--- src/rtl/psel_pkg.sv ---
package psel_pkg;

    // Fixed reference clock and counter geometry
    localparam int unsigned REF_HZ    = 24_000_000;
    localparam int          PER_W     = 16;
    localparam int          FREQ_W    = 25;
    localparam int          REF_W     = $clog2(REF_HZ + 1);
    localparam int          DIVN_W    = (REF_W > FREQ_W) ? REF_W : FREQ_W;

    // Search range: 1 .. DIV_MAX
    localparam int unsigned DIV_LIMIT = REF_HZ / (2 ** PER_W) + 1;
    localparam int unsigned DIV_MAX   = DIV_LIMIT - 1;
    localparam int          DIV_W     = $clog2(DIV_LIMIT);

    typedef enum logic [1:0] {
        ST_IDLE,
        ST_REFDIV,
        ST_FRQDIV
    } psel_state_e;

    typedef struct packed {
        logic [DIV_W-1:0] div;
        logic [PER_W-1:0] period;
        logic             err;
        logic             zero;
    } psel_result_t;

    function automatic psel_result_t make_result(
        input logic [DIV_W-1:0] d,
        input logic [PER_W-1:0] p,
        input logic             e,
        input logic             z
    );
        psel_result_t r;
        r.div    = d;
        r.period = p;
        r.err    = e;
        r.zero   = z;
        return r;
    endfunction

endpackage

--- src/rtl/psel_seqdiv.sv ---
// Restoring shift-subtract divider, one quotient bit per cycle.
module psel_seqdiv #(
    parameter int W = 25
) (
    input  logic         clk,
    input  logic         rst,
    input  logic         go_i,
    input  logic [W-1:0] num_i,
    input  logic [W-1:0] den_i,
    output logic         fin_o,
    output logic [W-1:0] quo_o
);
    localparam int CW = $clog2(W + 1);

    logic          active_q;
    logic          fin_q;
    logic [CW-1:0] cnt_q;
    logic [W-1:0]  rem_q;
    logic [W-1:0]  quo_q;
    logic [W-1:0]  den_q;
    logic [W:0]    trial;
    logic          take;

    assign trial = {rem_q, quo_q[W-1]};
    assign take  = (trial >= {1'b0, den_q});

    always_ff @(posedge clk) begin
        if (rst) begin
            active_q <= 1'b0;
            fin_q    <= 1'b0;
            cnt_q    <= '0;
            rem_q    <= '0;
            quo_q    <= '0;
            den_q    <= '0;
        end else begin
            fin_q <= 1'b0;
            if (go_i && !active_q) begin
                active_q <= 1'b1;
                cnt_q    <= CW'(W);
                rem_q    <= '0;
                quo_q    <= num_i;
                den_q    <= den_i;
            end else if (active_q) begin
                rem_q <= take ? W'(trial - {1'b0, den_q}) : trial[W-1:0];
                quo_q <= {quo_q[W-2:0], take};
                cnt_q <= cnt_q - 1'b1;
                if (cnt_q == CW'(1)) begin
                    active_q <= 1'b0;
                    fin_q    <= 1'b1;
                end
            end
        end
    end

    assign fin_o = fin_q;
    assign quo_o = quo_q;

endmodule

--- src/rtl/psel_fit.sv ---
// Decides whether floor(quo / freq) stays below 2**PW without dividing.
module psel_fit #(
    parameter int QW = 25,
    parameter int FW = 25,
    parameter int PW = 16
) (
    input  logic [QW-1:0] quo_i,
    input  logic [FW-1:0] freq_i,
    output logic          fit_o
);
    localparam int CW = (QW > FW + PW) ? QW : FW + PW;

    logic [CW-1:0] q_ext;
    logic [CW-1:0] bound;

    assign q_ext = CW'(quo_i);
    assign bound = CW'({freq_i, {PW{1'b0}}});
    assign fit_o = (q_ext < bound);

endmodule

--- src/rtl/psel_ctrl.sv ---
// Sequences the candidate search and the final period division.
module psel_ctrl
    import psel_pkg::*;
(
    input  logic               clk,
    input  logic               rst,
    input  logic               start_i,
    input  logic [FREQ_W-1:0]  freq_i,
    input  logic               dv_fin_i,
    input  logic [DIVN_W-1:0]  dv_quo_i,
    input  logic               fit_i,
    output logic               dv_go_o,
    output logic [DIVN_W-1:0]  dv_num_o,
    output logic [DIVN_W-1:0]  dv_den_o,
    output logic [FREQ_W-1:0]  freq_lat_o,
    output psel_result_t       res_o,
    output logic               done_o
);
    psel_state_e        state_q;
    logic [DIV_W-1:0]   cand_q;
    logic [FREQ_W-1:0]  freq_q;
    psel_result_t       res_q;
    logic               done_q;
    logic               last_cand;
    logic [PER_W-1:0]   per_sat;

    assign last_cand = (cand_q == DIV_W'(DIV_MAX));
    assign per_sat   = (|dv_quo_i[DIVN_W-1:PER_W]) ? '1 : dv_quo_i[PER_W-1:0];

    // Divider launch requests
    always_comb begin
        dv_go_o  = 1'b0;
        dv_num_o = DIVN_W'(REF_HZ);
        dv_den_o = DIVN_W'(1);
        case (state_q)
            ST_IDLE: begin
                if (start_i && (freq_i != '0)) begin
                    dv_go_o = 1'b1;
                end
            end
            ST_REFDIV: begin
                if (dv_fin_i) begin
                    if (fit_i) begin
                        dv_go_o  = 1'b1;
                        dv_num_o = dv_quo_i;
                        dv_den_o = DIVN_W'(freq_q);
                    end else if (!last_cand) begin
                        dv_go_o  = 1'b1;
                        dv_den_o = DIVN_W'(cand_q) + DIVN_W'(1);
                    end
                end
            end
            default: ;
        endcase
    end

    always_ff @(posedge clk) begin
        if (rst) begin
            state_q <= ST_IDLE;
            cand_q  <= '0;
            freq_q  <= '0;
            res_q   <= '0;
            done_q  <= 1'b0;
        end else begin
            done_q <= 1'b0;
            case (state_q)
                ST_IDLE: begin
                    if (start_i) begin
                        if (freq_i == '0) begin
                            res_q  <= make_result('0, '0, 1'b0, 1'b1);
                            done_q <= 1'b1;
                        end else begin
                            freq_q  <= freq_i;
                            cand_q  <= DIV_W'(1);
                            state_q <= ST_REFDIV;
                        end
                    end
                end
                ST_REFDIV: begin
                    if (dv_fin_i) begin
                        if (fit_i) begin
                            state_q <= ST_FRQDIV;
                        end else if (last_cand) begin
                            res_q   <= make_result(cand_q, '0, 1'b1, 1'b0);
                            done_q  <= 1'b1;
                            state_q <= ST_IDLE;
                        end else begin
                            cand_q <= cand_q + 1'b1;
                        end
                    end
                end
                ST_FRQDIV: begin
                    if (dv_fin_i) begin
                        res_q   <= make_result(cand_q, per_sat, 1'b0, 1'b0);
                        done_q  <= 1'b1;
                        state_q <= ST_IDLE;
                    end
                end
                default: state_q <= ST_IDLE;
            endcase
        end
    end

    assign freq_lat_o = freq_q;
    assign res_o      = res_q;
    assign done_o     = done_q;

endmodule

--- src/rtl/pwm_prescale_sel.sv ---
module pwm_prescale_sel
    import psel_pkg::*;
(
    input  logic              clk,
    input  logic              rst,
    input  logic              start_i,
    input  logic [FREQ_W-1:0] freq_i,
    output logic [DIV_W-1:0]  div_o,
    output logic [PER_W-1:0]  period_o,
    output logic              done_o,
    output logic              zero_o,
    output logic              err_o
);
    logic              dv_go;
    logic [DIVN_W-1:0] dv_num;
    logic [DIVN_W-1:0] dv_den;
    logic              dv_fin;
    logic [DIVN_W-1:0] dv_quo;
    logic              fit;
    logic [FREQ_W-1:0] freq_lat;
    psel_result_t      res;

    psel_seqdiv #(.W(DIVN_W)) u_div (
        .clk    (clk),
        .rst    (rst),
        .go_i   (dv_go),
        .num_i  (dv_num),
        .den_i  (dv_den),
        .fin_o  (dv_fin),
        .quo_o  (dv_quo)
    );

    psel_fit #(.QW(DIVN_W), .FW(FREQ_W), .PW(PER_W)) u_fit (
        .quo_i  (dv_quo),
        .freq_i (freq_lat),
        .fit_o  (fit)
    );

    psel_ctrl u_ctrl (
        .clk        (clk),
        .rst        (rst),
        .start_i    (start_i),
        .freq_i     (freq_i),
        .dv_fin_i   (dv_fin),
        .dv_quo_i   (dv_quo),
        .fit_i      (fit),
        .dv_go_o    (dv_go),
        .dv_num_o   (dv_num),
        .dv_den_o   (dv_den),
        .freq_lat_o (freq_lat),
        .res_o      (res),
        .done_o     (done_o)
    );

    assign div_o    = res.div;
    assign period_o = res.period;
    assign zero_o   = res.zero;
    assign err_o    = res.err;

endmodule

--- config.mk ---
export PLATFORM = sky130hd
export DESIGN_NAME = pwm_prescale_sel
export DESIGN_NICKNAME = d
export VERILOG_FILES = /design/src/rtl/psel_pkg.sv /design/src/rtl/psel_seqdiv.sv /design/src/rtl/psel_fit.sv /design/src/rtl/psel_ctrl.sv /design/src/rtl/pwm_prescale_sel.sv
export SDC_FILE = /design/constraint.sdc
export NUM_CORES = 1
export LEC_CHECK = 0
export ABC_AREA = 1
export BUFFER_PORTS_ARGS = -buffer_cell sky130_fd_sc_hd__buf_2
export CAP_MARGIN = 20
export CORE_ASPECT_RATIO = 2
export CORE_MARGIN = 2
export CORE_UTILIZATION = 60
export CTS_CLUSTER_DIAMETER = 150
export CTS_CLUSTER_SIZE = 28
export DETAILED_ROUTE_END_ITERATION = 8
export PLACE_DENSITY = 0.76
export REMOVE_ABC_BUFFERS = 1
export SYNTH_ARGS = -nofsm -noshare
export SYNTH_HDL_FRONTEND = slang
export SYNTH_SLANG_ARGS = --single-unit
--- constraint.sdc ---
create_clock -name clk -period 4.9 [get_ports clk]
set_input_delay 0.49 -clock clk [delete_from_list [all_inputs] [get_ports clk]]
set_output_delay 0.49 -clock clk [all_outputs]
set_load 0.02 [all_outputs]
; Yosys cells after proc, flatten, opt, wreduce, memory -nomap -nowiden
; Cells that the tools add are included.
[classes]
addsub = 4
mul = 0
div = 0
n_lt_le_gt_ge = 2
n_eq_ne = 14
shifts = 0
muxes = 49
bitwise = 2
reduce_logical = 17
[op_table]
columns = op, n
row1 = 2-to-1 mux 25 bit, 10
row2 = 2-to-1 mux 27 bit, 6
row3 = case mux 27 bit (3 select lines), 1
row4 = 2-to-1 mux 9 bit, 5
row5 = < comparator 25 x 41 -> 1 bit, 1
row6 = >= comparator 26 x 25 -> 1 bit, 1
row7 = zero test 25 bit, 1
row8 = nonzero test 25 bit, 1
row9 = subtractor 25 bit, 1
row10 = case mux 9 bit (2 select lines), 1
row11 = 2-to-1 mux 16 bit, 1
row12 = 2-to-1 mux 1 bit, 14
row13 = 2-to-1 mux 2 bit, 6
row14 = "!= test 2 bit, second input constant", 6
row15 = "adder 9 x 1 -> 10 bit, second input constant", 1
row16 = 2-to-1 mux 5 bit, 2
row17 = "adder 9 x 1 -> 9 bit, second input constant", 1
row18 = "equality test 9 bit, second input constant", 1
row19 = OR reduction 9 bit, 1
row20 = AND reduction 7 bit, 1
row21 = case mux 2 bit (3 select lines), 1
row22 = AND reduction 6 bit, 1
row23 = "equality test 5 x 1 -> 1 bit, second input constant", 1
row24 = AND reduction 5 bit, 1
row25 = other kinds (18), 22
[totals]
ff_bits = 146
latchBits = 0
mem_bits_rw = 0
romBits = 0
elab_cells = 103
n_memories = 0

; Depth between registers and ports, before layout
; Gate-level depths: netlist (run 1).
[depth]
ltp_word = 8
depth_mapped = 16
ltp_nobuf = 15

; By module
; From an unflattened synthesis (run 1), not the netlist that was laid out.
[hier_totals]
hier_cells = 1545
hier_area_um2 = 9653.0
[by_module_without_submodules]
columns = module, n_inst, cells_per_inst, area_each_um2, seq_area_each_um2
row1 = psel_seqdiv, 1, 897, 5645.4, 1641.6
row2 = psel_ctrl, 1, 594, 3703.6, 1281.2
row3 = psel_fit, 1, 54, 304.0, 0.0

; Worst setup path after synthesis (run 1)
; Ideal clock, no wire load.
[synth_path]
kind = reg-to-reg
startpoint = register u_div.quo_q[24], in the netlist u_div.quo_o[24]
endpoint = register u_div.rem_q[15]
setup_ns = 0.116
arrival_time_ns = 1.926
t_required_ns = 4.784
slack_ns = 2.858
path_stages_with_launch = 15
synth_period_minus_slack_ns = 2.042
path_cell_list = dfxtp_1 -> inv_1 -> ha_1 -> fa_1 -> inv_1 -> nand2_1 -> nand3_2 -> nand2_1 -> nand2_1 -> nand2_2 -> nand3_4 -> buf_4 -> nand2_1 -> nand3_1 -> a21oi_1
[synth_via]
elab_chain_len = 6
word_cells_on_any_way = 9
cone_classes = 1 x add/sub / 2 x order compare / 4 x mux / 2 x reduce/logical
[synth_rtl]
columns = item, line
row1 = from (decl), psel_seqdiv.sv:19  ; logic [W-1:0] quo_q;
row2 = from (signal assigned), psel_seqdiv.sv:41  ; quo_q <= num_i;
row3 = from (signal assigned), psel_seqdiv.sv:45  ; quo_q <= {quo_q[W-2:0], take};
row4 = < comparator 25 x 41 -> 1 bit, psel_fit.sv:18  ; assign fit_o = (q_ext < bound);
row5 = 2-to-1 mux 1 bit, psel_ctrl.sv:43  ; if (fit_i) begin
row6 = 2-to-1 mux 1 bit, psel_ctrl.sv:42  ; if (dv_fin_i) begin
row7 = case mux 1 bit (2 select lines), psel_ctrl.sv:35  ; case (state_q)
row8 = logical AND 1 bit, psel_seqdiv.sv:37  ; if (go_i && !active_q) begin
row9 = OR reduction 2 bit (no line), n/a
row10 = to (signal assigned), psel_seqdiv.sv:44  ; rem_q <= take ? W'(trial - {1'b0, den_q}) : trial[W-1:0];
row11 = to (decl), psel_seqdiv.sv:18  ; logic [W-1:0] rem_q;
; Several ways; a longest one is shown, not always the timed one.
; A chain may end at the register's enable or synchronous reset.

; Final worst setup path (run 1)
[layout_path]
startpoint = register u_ctrl.state_q[1]
endpoint = register u_ctrl.res_q, in the netlist u_ctrl.res_o[14]
[layout_via]
elab_chain_len = 3
word_cells_on_any_way = 12
cone_classes = 8 x eq/ne / 1 x mux / 3 x reduce/logical
[layout_rtl]
columns = item, line
row1 = from (decl), psel_ctrl.sv:19  ; psel_state_e state_q;
row2 = from (signal assigned), psel_ctrl.sv:59  ; state_q <= ST_IDLE;
row3 = from (signal assigned), psel_ctrl.sv:75  ; state_q <= ST_REFDIV;
row4 = from (signal assigned), psel_ctrl.sv:82  ; state_q <= ST_FRQDIV;
row5 = "equality test 2 x 1 -> 1 bit, or another cell as far along", psel_ctrl.sv:66  ; case (state_q)
row6 = "!= test 2 x 1 -> 1 bit (no line), or another cell as far along", n/a
row7 = AND reduction 7 bit (no line), n/a
row8 = to (signal assigned), psel_ctrl.sv:70  ; res_q <= make_result('0, '0, 1'b0, 1'b1);
row9 = to (signal assigned), psel_ctrl.sv:84  ; res_q <= make_result(cand_q, '0, 1'b1, 1'b0);
row10 = to (signal assigned), psel_ctrl.sv:94  ; res_q <= make_result(cand_q, per_sat, 1'b0, 1'b0);
row11 = to (decl), psel_ctrl.sv:22  ; psel_result_t res_q;
; Several ways; a longest one is shown, not always the timed one.

==> results of run 1 <==
## per-stage QoR
stage	hold WS [ns]	area, µm²	util [%]
after floorplan	0.437	8500	-
after global placement	0.451	9060	63.1
after detailed placement	0.454	9060	63.1
after CTS	0.347	9670	67.4
after global routing	0.380	9680	67.4
final	0.355	9680	67.4
## worst reg2reg max path: cells and delay by family (launching register included)
family	cells	cell delay [ns]
AO/OA/AOI/OAI	4	0.45
flip-flops	1	0.33
buffers and inverters	2	0.59
adder cells (fa/ha/maj)	1	0.58
AND/OR/NAND/NOR	4	0.88
## where the power goes
| part | internal [mW] | total (mW) | switching [mW] | leakage, nW |
|---|---|---|---|---|
| Sequential | 1.42 | 1.58 | 0.163 | 1.19 |
| Clock | 0.849 | 1.35 | 0.504 | 0.293 |
| Combinational | 0.837 | 2.71 | 1.87 | 3.15 |
| Total | 3.10 | 5.64 | 2.54 | 4.64 |
## cell type report
cell class,instances,area [µm²]
sequential,146,2920
multi-input combinational,925,4660
inverter,244,918
timing repair buffer,62,328
clock inverter,13,184
clock buffer,18,429
tap,192,240
fill,1388,4670
## layer usage
| layer | wire (µm) | GRT usage [%] |
|---|---|---|
| met5 | 0 | 0 |
| met4 | 1630 | 21.9 |
| met3 | 830 | 5.15 |
| met2 | 12700 | 57.0 |
| met1 | 8530 | 32.1 |
## kinds of logic (layout without fill, tap and decap cells)
| group | after synthesis | after routing |
|---|---|---|
| adder cells (fa/ha/maj) | 42 | 42 |
| AO/OA/AOI/OAI | 228 | 228 |
| XOR/XNOR | 13 | 13 |
| flip-flops | 146 | 146 |
| buffers and inverters | 297 | 337 |
| AND/OR/NAND/NOR | 642 | 642 |
## Yosys cell counts, drive strengths merged (2+ instances only)
master  count  area share [%]
o21ai     106             6.0
xnor2      12             1.2
a211oi      2            0.17
or2         2            0.14
dfxtp     146              33
nand2     355              16
ha         41             5.8
nor3b       2            0.17
nor4        2            0.14
nor3       16             1.0
nand3      70             4.4
nor2      145             6.5
nand3b      2            0.17
inv       240              10
clkbuf     23            0.98
nand4      46             3.4
buf        30             2.3
and2        2            0.14
clkinv      4            0.20
a21oi      97             5.7
o22ai      19             1.6
a31oi       2            0.14
## registers in the layout (all words and copies together), names as in the netlist
name,count
u_ctrl.freq_lat_o,25
u_ctrl.cand_q,9
u_ctrl.res_o,27
u_div.den_q,25
u_div.rem_q,25
u_div.active_q,1
u_div.fin_o,1
u_div.cnt_q,5
u_ctrl.done_o,1
u_ctrl.state_q,2
u_div.quo_o,25
## worst max path at each step
stage	end	slack (ns)	cells after the start
final	u_ctrl.res_o[14]	1.98	11
after CTS	u_ctrl.res_o[14]	1.93	11
after detailed placement	u_ctrl.res_o[14]	1.98	11
after global placement	u_ctrl.res_o[14]	2.09	12
after floorplan	u_div.den_q[10]	2.10	3
after global routing	u_ctrl.res_o[6]	1.58	11
==> impl_summary.md, run 1 <==
STA
The worst setup slack after layout is 1.98 ns. For the pin with the worst max-slew slack, the measured transition is 0.950 ns. Setup repair after global routing left no endpoint under its margin.

For this run, the top clock speed supported by timing is 0.342 GHz. For the finished layout, the period the worst path requires is 2.92 ns. The clock skew after layout is 0.00908 ns. The post-route fraction of the period consumed by the critical path is 59.7%. The final count of hold timing violations is 0.

In the final timing run, aggregate negative setup slack is 0 ns. The headroom to the max-slew limit is 36.5%. The number of slew-limit violations in the final report came to 0. Setup violations remaining at the end of the flow were counted as 0.

Critical path
The worst path arrival time is 3.24 ns. The slowest cell on the critical path is sky130_fd_sc_hd__ha_1. The family with the most delay on the worst path is simple AND/OR/NAND/NOR gates. Of all nets on the critical path, the largest fanout is 28. The required time of the critical path is 5.21 ns. Traced cell by cell, the critical path runs through inv_1 > ha_1 > nor2_4 > o21ai_1 > a21oi_1 > o21ai_1 > a21oi_2 > nand2_2 > clkinv_2 > nor2_1 > nor2_1.

The sort of element at the end of the critical path is a flop. The number of buffer and inverter stages on the critical path is 2. The setup slack on the worst flop-to-flop path is 1.98 ns.

The number of cells on the worst reg-to-reg path is 11. The kind of critical path is reg -> reg. On the worst path, the slowest cell contributes a delay of 0.58 ns. The startpoint class of the critical path is a flop. In this run the worst setup path begins at u_ctrl.state_q[1]. The worst register-to-register path ends at u_ctrl.res_o[14]. The source of the worst register-to-register timing path is u_ctrl.state_q[1].

Power and ir drop
The worst IR drop on VDD is 376 µV. The total power after layout is 5.64 mW. The standby leakage power is 4.64 nW.

The power density of the placed cells is 583 nW/µm².

Placed design
The post-DP HPWL is 17900 µm. The cell count after placement is 1568. Before CTS, the worst setup slack after placement is 1.98 ns. The total of buffers placed on input and output ports is 55. At the end of routability-driven placement, the weighted congestion stood at 1.06.

Global route
The first global-routing pass estimated 39200 µm of wire. The initial antenna violation count was 0. The global router's overall resource usage is 32.0%. After global routing the overflow that remains totals 0. The maximum number of pins on one net before global-route repair is 52. The via count of the first global-routing pass is 8576.

Floorplan
Measured along the y axis, the die boundary spans 175 µm. The floorplan row count is 62. The standard cell core area is 14400 µm². The floorplan step set the die width to 89.6 µm. 56 I/O pins were placed.

The die covers 15700 µm². Once the floorplan was initialized, standard cells occupied 61.2% of the core.

CTS
The tree built by TritonCTS fans out to 146 sinks. The clock tree synthesis step divided the H-tree into 4 levels. The number of hold buffers added after CTS was 0.

No sink is reached through more buffers than the 2 on the longest clock path. The clock tree from TritonCTS is yes. Clock tree synthesis selected as its root buffer the cell sky130_fd_sc_hd__clkbuf_16. The insertion delay of the later-clocked pin in the worst-skew pair is 0.43 ns. The total setup buffers inserted after CTS is 0.

The clock input transition at the sequential cells of the worst setup and hold paths is 0.06 ns. Once the clock tree was built, the resizer swapped 0 gates to a different size. The number of clock buffers added by TritonCTS is 17.

Final layout
The library cells used most frequently in the layout, excluding fill and tap cells, are 345 x sky130_fd_sc_hd__nand2_1, 236 x sky130_fd_sc_hd__inv_1, 146 x sky130_fd_sc_hd__dfxtp_1. The net count reported at finish is 1466. The library cell used most frequently in the layout, excluding fill and tap cells, is sky130_fd_sc_hd__nand2_1. Once layout is complete, the cells apart from fillers number 1600. The fraction of final layout cells with drive strength greater than 1 is 9.23%. The number of antenna repair diodes is 0. Relative to the synthesized area, the layout overhead comes to 10.2%.

Hold path
The worst hold path passes through 3 cells. In this run the most critical hold path is launched from freq_i[19]. The capture endpoint of the worst hold path is u_ctrl.freq_lat_o[19].

The path type of the worst min-delay path is in -> reg.

Synthesis
The count of flip-flops with a built-in enable after synthesis is 0. Counting every instance in the synthesized netlist gives 1368. In the synthesized netlist the dominant register cell turns out to be sky130_fd_sc_hd__dfxtp_1. The portion of the post-synthesis area used by sequential elements is 33.3%. In the synthesized netlist the async set-or-reset flop fraction comes to 0%.

The post-synthesis instance area is 8790 µm². During synthesis, Yosys emitted a total of 0 warnings. Multiplexer cells account for 0% of the synthesized area.

Summing the areas of all xor and xnor instances in the mapped netlist gives 1.30% of the synthesized area. After synthesis the netlist holds a flip-flop and latch count of 146. The average size of a mapped cell is 6.42 µm².

The fraction of the mapped netlist area in adder cells is 6.07%. The number of different library cells used by synthesis comes to 45. After synthesis, the largest family of logic cells by area is simple AND/OR/NAND/NOR gates. The simple-gate share of the synthesized area is 31.8%.

The compound-gate portion of the synthesized area is 13.9%.

Detailed routing
The total vias in the final route is 8673. In this run the remaining antenna-violating nets after routing total 0. The detailed-router iteration count before antenna repair is 5.

Wires add up to 23700 µm. In the routed design, unresolved DRC markers number 0. The wire length per cell after detailed routing is 14.8 µm. For this block, the initial DRC count from the detailed router was 353. The via count normalized by instance count is 5.42.

Outcome
The run finished with clean final reports.

Flow run
The max capacitance violation total is 0.
Power figures use the tool's default switching activity.
==> inputs of run 2 (changes only) <==
Clock period 4.9 ns to 2.85 ns, I/O delays scaled along.
==> impl_summary.md, run 2 (synthesis results as in run 1) <==
Global route
The maximum number of pins on one net before global-route repair is 91 (+75%). The global router's overall resource usage is 32.1% (+0.13 points). The leftover overflow at the end of global routing came to 0 (unchanged).

The first-pass GRT wire length is 39400 µm (+0.46%). The via count of the first global-routing pass is 8469 (-1.2%). The initial antenna violation count is 0 (unchanged).

Hold path
The path type of the worst min-delay path is in -> reg.

Final layout
The number of antenna repair diodes was 0 (unchanged). The net count reported at finish is 1476 (+0.68%). The post-route non-filler standard cell count came to 1611 (+0.69%). The fraction of final layout cells with drive strength greater than 1 is 9.94% (+0.70 points).

The library cells used most frequently in the layout, excluding fill and tap cells, are 345 x sky130_fd_sc_hd__nand2_1, 236 x sky130_fd_sc_hd__inv_1, 146 x sky130_fd_sc_hd__dfxtp_1. The cell area after layout came to 9790 µm² (+1.1%). The leading cell type in the layout, fill and taps excluded is sky130_fd_sc_hd__nand2_1. The area growth from synthesis to layout is 11.4%. The flip-flop count of the largest register, all copies and words added is 27 (unchanged). The core occupancy in the finished layout is 68.2% (+0.75 points).

STA
The minimum period implied by the final worst setup slack is 2.47 ns (-0.450 ns). The setup TNS is 0 ns (unchanged). The number of setup violations in the final report came to 0 (unchanged). The headroom to the max-slew limit is 42.5% (+6.1 points).

The transition at the pin with the smallest max-transition slack is 0.861 ns (-0.0887 ns). The achievable clock frequency is 0.404 GHz (+18%). The number of slew-limit violations in the final report is 0 (unchanged). The clock skew after layout is 0.0123 ns (+0.00322 ns). The final count of hold timing violations is 0 (unchanged). The post-route fraction of the period consumed by the critical path was 86.8% (+27 points). Setup repair after global routing left no endpoint under its margin.

Placed design
The total of buffers placed on input and output ports came to 55 (unchanged). The cell count after placement is 1579 (+0.70%). The post-DP HPWL is 18100 µm (+1.4%). The last weighted congestion value of the routability-driven placer is 1.06 (+0.43%).

The placed cell area is 9180 µm² (+1.3%).

Detailed routing
The total vias in the final route is 8752 (+0.91%). The number of design-rule violations left by the first detailed-router iteration is 459 (+30%). The detailed-router iteration count before antenna repair is 5 (unchanged).

The number of nets with antenna violations after detailed routing is 0 (unchanged). The via count normalized by instance count is 5.43 (+0.22%). The wire length per cell after detailed routing was 15.0 µm (+1.3%). The residual DRC count is 0 (unchanged).

The final routed wirelength across all metal layers is 24200 µm (+2.0%).

Critical path
The kind of critical path is reg -> reg. The worst path arrival time came to 2.77 ns (-0.47 ns). The startpoint class of the critical path is a flop. The required time of the critical path is 3.14 ns (-2.07 ns). STA classifies the critical path endpoint as a flop.

The maximum fanout along the worst path came to 25 (-11%).

Power and ir drop
The part of the total power dissipated in the clock network is 23.1% (-0.9 points). The worst IR drop on VDD is 670 µV (+78%). The power density of the placed cells is 1010 nW/µm² (+73%). The internal power consumption is 5.35 mW (+73%). The power spent charging and discharging nets is 4.53 mW (+78%). The power share of the sequential group came to 27.5% (-0.5 points). The standby leakage power is 4.69 nW (+1.2%). The combinational share of power came to 49.3% (+1.3 points). The switching share of power came to 45.8% (+0.79 points).

Floorplan
The width of the die is 89.6 µm (unchanged). The height of the chip is 175 µm (unchanged). The floorplan row count came to 62 (unchanged). The standard cell core area is 14400 µm² (unchanged). The total die area came to 15700 µm² (unchanged).

The initial core utilization is 61.2% (unchanged). The number of top-level pins came to 56 (unchanged).

CTS
The maximum buffer depth of the clock tree is 2 (unchanged). The root buffer cell chosen for the clock tree is sky130_fd_sc_hd__clkbuf_16. TritonCTS built the clock tree.

The insertion delay of the later-clocked pin in the worst-skew pair is 0.43 ns (about the same). The clock input transition at the sequential cells of the worst setup and hold paths is 0.06 ns (about the same). The total setup buffers inserted after CTS came to 0 (unchanged). The count of H-tree levels built during CTS is 4 (unchanged).

The number of clock sinks was 146 (unchanged). The total CTS buffers is 17 (unchanged).

Outcome
The run finished with clean final reports.

Flow run
The max capacitance violation total is 0 (unchanged).
==> run 2: cell types whose count changed in the layout (fill, tap and decap cells not counted), sizes merged <==
cell	before	now
buf	62	72
inv	243	246
bufinv	4	2
clkbuf	18	20
clkinv	7	5
==> run 2: area by class of cell <==
type,count,area (µm²)
clock buffers,20,457
inverters,244,918
repair buffers,72,440
flip-flops and latches,146,2920
fillers,1316,4560
clock inverters,12,146
well taps,192,240
multi-input cells,925,4660
==> run 2: critical path: stages (launching register included) <==
cell and delay [ns]:
sky130_fd_sc_hd__dfxtp_1 0.31, sky130_fd_sc_hd__inv_1 0.08, sky130_fd_sc_hd__ha_1 0.30, sky130_fd_sc_hd__nand2_1 0.09, sky130_fd_sc_hd__inv_1 0.04, sky130_fd_sc_hd__nand2_1 0.05, sky130_fd_sc_hd__nand2_1 0.04, sky130_fd_sc_hd__nand2_1 0.06
sky130_fd_sc_hd__nand3_1 0.09, sky130_fd_sc_hd__nand2_1 0.27, sky130_fd_sc_hd__nand2_2 0.19, sky130_fd_sc_hd__inv_2 0.14, sky130_fd_sc_hd__nand4_4 0.11, sky130_fd_sc_hd__nand2_2 0.41, sky130_fd_sc_hd__a21oi_1 0.13
==> run 2: repair_timing <==
item,CTS,global route
gates resized for setup,0,1
hold buffers,0,0
setup endpoints to repair,0,2
==> run 2: power by group through the flow <==
stage | registers, mW | clock network (mW) | logic [mW]
after detailed placement | 2.75 | 0 | 4.76
after global routing | 2.76 | 2.39 | 5.41
final | 2.72 | 2.29 | 4.87
after global placement | 2.74 | 0 | 4.69
after floorplan | 2.84 | 0 | 3.20
after CTS | 2.71 | 2.31 | 4.79
==> run 2: routing by layer <==
layer | track usage, % | share of wire [%]
met1 | 31.8 | 35
met4 | 18.6 | 5.7
met2 | 58.6 | 55
met3 | 6.33 | 3.8
met5 | 0 | 0
==> run 2: final timing paths <==
kind | from | to | slack, ns | cells after the start
worst max-delay path | u_ctrl.freq_lat_o[4] | u_div.quo_o[13] | 0.38 | 14
worst min-delay path | freq_i[19] | u_ctrl.freq_lat_o[19] | 0.15 | 3
worst max register to register | u_ctrl.freq_lat_o[4] | u_div.quo_o[13] | 0.38 | 14
worst min register to register | u_ctrl.freq_lat_o[12] | u_ctrl.freq_lat_o[12] | 0.46 | 2
==> run 2: through the flow <==
stage,total power [mW],hold slack [ns],worst slack (ns)
after floorplan,6.04,0.354,0.258
after global placement,7.44,0.447,0.412
after detailed placement,7.52,0.453,0.382
after CTS,9.81,0.147,0.348
after global routing,10.6,0.167,0.104
final,9.88,0.151,0.375
==> inputs of run 3 (changes only) <==
==> constraint.sdc (replaced) <==
create_clock -name clk -period 2.85 [get_ports clk]
set_input_delay 0.57 -clock clk [delete_from_list [all_inputs] [get_ports clk]]
set_output_delay 0.57 -clock clk [all_outputs]
set_load 0.02 [all_outputs]
==> impl_summary.md, run 3 (synthesis results as in run 1) <==
Hold path
The source of the worst hold timing path is freq_i[21]. The path type of the worst min-delay path is in -> reg.

Floorplan
The number of top-level pins is 56 (unchanged). The initial core utilization was 61.2% (unchanged). The floorplan row count was 62 (unchanged). The standard cell core area was 14400 µm² (unchanged).

The height of the chip is 175 µm (unchanged). The width of the die is 89.6 µm (unchanged). The total die area is 15700 µm² (unchanged).

CTS
The number of clock sinks is 146 (unchanged). The quantity of hold-fixing buffers added after cts is 0 (unchanged). The clock tree from TritonCTS is yes. The clock input transition at the sequential cells of the worst setup and hold paths is 0.06 ns (about the same). The post-cts sizing count is 0 (unchanged).

The insertion delay of the later-clocked pin in the worst-skew pair came to 0.43 ns (about the same). The total setup buffers inserted after CTS is 0 (unchanged). The total CTS buffers came to 17 (unchanged).

In this run the clock root is driven by a sky130_fd_sc_hd__clkbuf_16. The maximum buffer depth of the clock tree is 2 (unchanged). The count of H-tree levels built during CTS is 4 (unchanged).

Detailed routing
The final routed wirelength across all metal layers is 24500 µm (+1.2%). The via count normalized by instance count came to 5.39 (-0.86%). The detailed-router iteration count before antenna repair is 5 (unchanged). The wire length per cell after detailed routing was 15.2 µm (+1.3%). The number of design-rule violations left by the first detailed-router iteration came to 412 (-10%). The total vias in the final route was 8666 (-0.98%). The residual DRC count was 0 (unchanged).

The number of nets with antenna violations after detailed routing is 0 (unchanged).

Critical path
The depth of the worst register-to-register path came to 13 (-1). STA classifies the critical path startpoint as a flop. The required time of the critical path was 3.14 ns (about the same). The capture point of the critical path is u_div.rem_q[18]. The source of the worst register-to-register timing path is u_div.quo_o[24].

The maximum fanout along the worst path was 26 (+4.0%). The worst path arrival time is 2.82 ns (+0.05 ns). STA classifies the critical path endpoint as a flop. The critical path in this run is classified as reg -> reg. The setup slack on the worst flop-to-flop path is 0.32 ns (-0.05 ns). The critical path starts at u_div.quo_o[24]. The endpoint of the worst register-to-register path is u_div.rem_q[18].

Power and ir drop
The power density of the placed cells came to 1010 nW/µm² (-0.19%). The worst IR drop on VDD was 730 µV (+8.9%). The total power after layout is 9.84 mW (-0.42%).

The standby leakage power is 4.68 nW (-0.17%).

Global route
The leftover overflow at the end of global routing is 0 (unchanged). The via count of the first global-routing pass is 8513 (+0.52%). The initial antenna violation count is 0 (unchanged). The first-pass GRT wire length is 39800 µm (+1.1%). The maximum number of pins on one net before global-route repair was 64 (-30%). The global router's overall resource usage is 33.0% (+0.88 points).

Final layout
The fill cell instance count of the final layout came to 1390 (+5.6%). The area occupied by registers is 2920 µm² (unchanged). The library cell used most frequently in the layout, excluding fill and tap cells, is sky130_fd_sc_hd__nand2_1. Compared with the post-synthesis result, the final layout area differs by 11.1%. The top cell types in the final layout, fill and taps aside, are 345 x sky130_fd_sc_hd__nand2_1, 236 x sky130_fd_sc_hd__inv_1, 146 x sky130_fd_sc_hd__dfxtp_1. The fraction of final layout cells with drive strength greater than 1 is 9.81% (-0.13 points).

The flip-flop count of the largest register, all copies and words added came to 27 (unchanged). The net count reported at finish is 1474 (-0.14%). The number of antenna repair diodes is 0 (unchanged). The area occupied by multi-input gates is 4660 µm² (unchanged). The cell area after layout came to 9760 µm² (-0.23%).

STA
Setup repair after global routing left no endpoint under its margin. The post-route fraction of the period consumed by the critical path was 88.8% (+1.9 points). The worst setup slack after layout came to 0.320 ns (-0.0548 ns).

The transition at the pin with the smallest max-transition slack is 1.03 ns (+0.173 ns). The headroom to the max-slew limit is 30.8% (-12 points). The minimum period implied by the final worst setup slack is 2.53 ns (+0.0548 ns). The clock skew after layout was 0.00763 ns (-0.00467 ns). The number of slew-limit violations in the final report is 0 (unchanged). The number of setup violations in the final report is 0 (unchanged).

The final count of hold timing violations is 0 (unchanged). The achievable clock frequency is 0.395 GHz (-2.2%).

Placed design
The placed cell area came to 9150 µm² (-0.30%). The worst setup timing slack at the placement stage is 0.281 ns (-0.101 ns). The last weighted congestion value of the routability-driven placer is 1.01 (-4.6%). The total of buffers placed on input and output ports is 55 (unchanged). The post-DP HPWL came to 18500 µm (+2.3%).

Flow run
The max capacitance violation total is 0 (unchanged).

Outcome
The flow ran to the end, and the final reports show no timing, DRC or antenna violations.
==> run 3: cell count changes in the layout (fill, tap and decap cells not counted) <==
cell and change:
sky130_fd_sc_hd__buf_4 -1, sky130_fd_sc_hd__clkinv_4 +2, sky130_fd_sc_hd__clkinv_2 +2, sky130_fd_sc_hd__inv_6 -2, sky130_fd_sc_hd__clkbuf_8 -2, sky130_fd_sc_hd__clkinvlp_4 -1, sky130_fd_sc_hd__buf_12 -1, sky130_fd_sc_hd__bufinv_16 +1
==> run 3: power by group <==
group          switching [mW]  internal [mW]  total (mW)
combinational            3.31           1.51        4.82
clock                   0.919           1.39        2.31
sequential              0.280           2.43        2.71
==> run 3: metrics by stage <==
stage | hold WS [ns] | setup TNS (ns) | utilization [%] | instances
after floorplan | 0.437 | -0.464 | - | 1315
after global placement | 0.446 | 0 | 63.8 | 1577
after detailed placement | 0.451 | 0 | 63.8 | 1577
after CTS | 0.431 | 0 | 68.0 | 1609
after global routing | 0.455 | 0 | 68.0 | 1609
final | 0.441 | 0 | 68.0 | 1609
==> run 3: how the worst min path moves through the flow <==
stage,endpoint,cells after the start,slack [ns]
final,u_ctrl.freq_lat_o[21],3,0.44
after global routing,u_ctrl.freq_lat_o[21],3,0.46
after CTS,u_ctrl.freq_lat_o[21],3,0.43
after detailed placement,u_ctrl.freq_lat_o[21],2,0.45
after global placement,u_div.quo_o[9],2,0.45
after floorplan,u_div.quo_o[12],2,0.44
==> run 3: critical path: stages (launching register included) <==
cell                      delay (ns)
sky130_fd_sc_hd__dfxtp_1        0.36
sky130_fd_sc_hd__inv_1          0.10
sky130_fd_sc_hd__ha_1           0.24
sky130_fd_sc_hd__fa_1           0.44
sky130_fd_sc_hd__inv_1          0.13
sky130_fd_sc_hd__nand2_1        0.08
sky130_fd_sc_hd__nand3_2        0.13
sky130_fd_sc_hd__nand2_1        0.06
sky130_fd_sc_hd__nand2_1        0.14
sky130_fd_sc_hd__nand2_2        0.10
sky130_fd_sc_hd__nand3_4        0.30
sky130_fd_sc_hd__nand2_1        0.14
sky130_fd_sc_hd__nand3_1        0.11
sky130_fd_sc_hd__a21oi_1        0.07
==> run 3: cell type report <==
cell class	count	area share, %
repair buffers	70	4.23
clock buffers	18	4.40
multi-input cells	925	47.7
clock inverters	14	1.83
inverters	244	9.41
flip-flops and latches	146	29.9
well taps	192	2.46
==> run 3: metal layers <==
metal	track usage, %	part of all wire, %	vias to the layer above
li1	-	-	4398
met1	32.8	36	3950
met2	60.5	55	231
met3	6.71	3.5	87
met4	18.0	5.3	0
met5	0	0	-
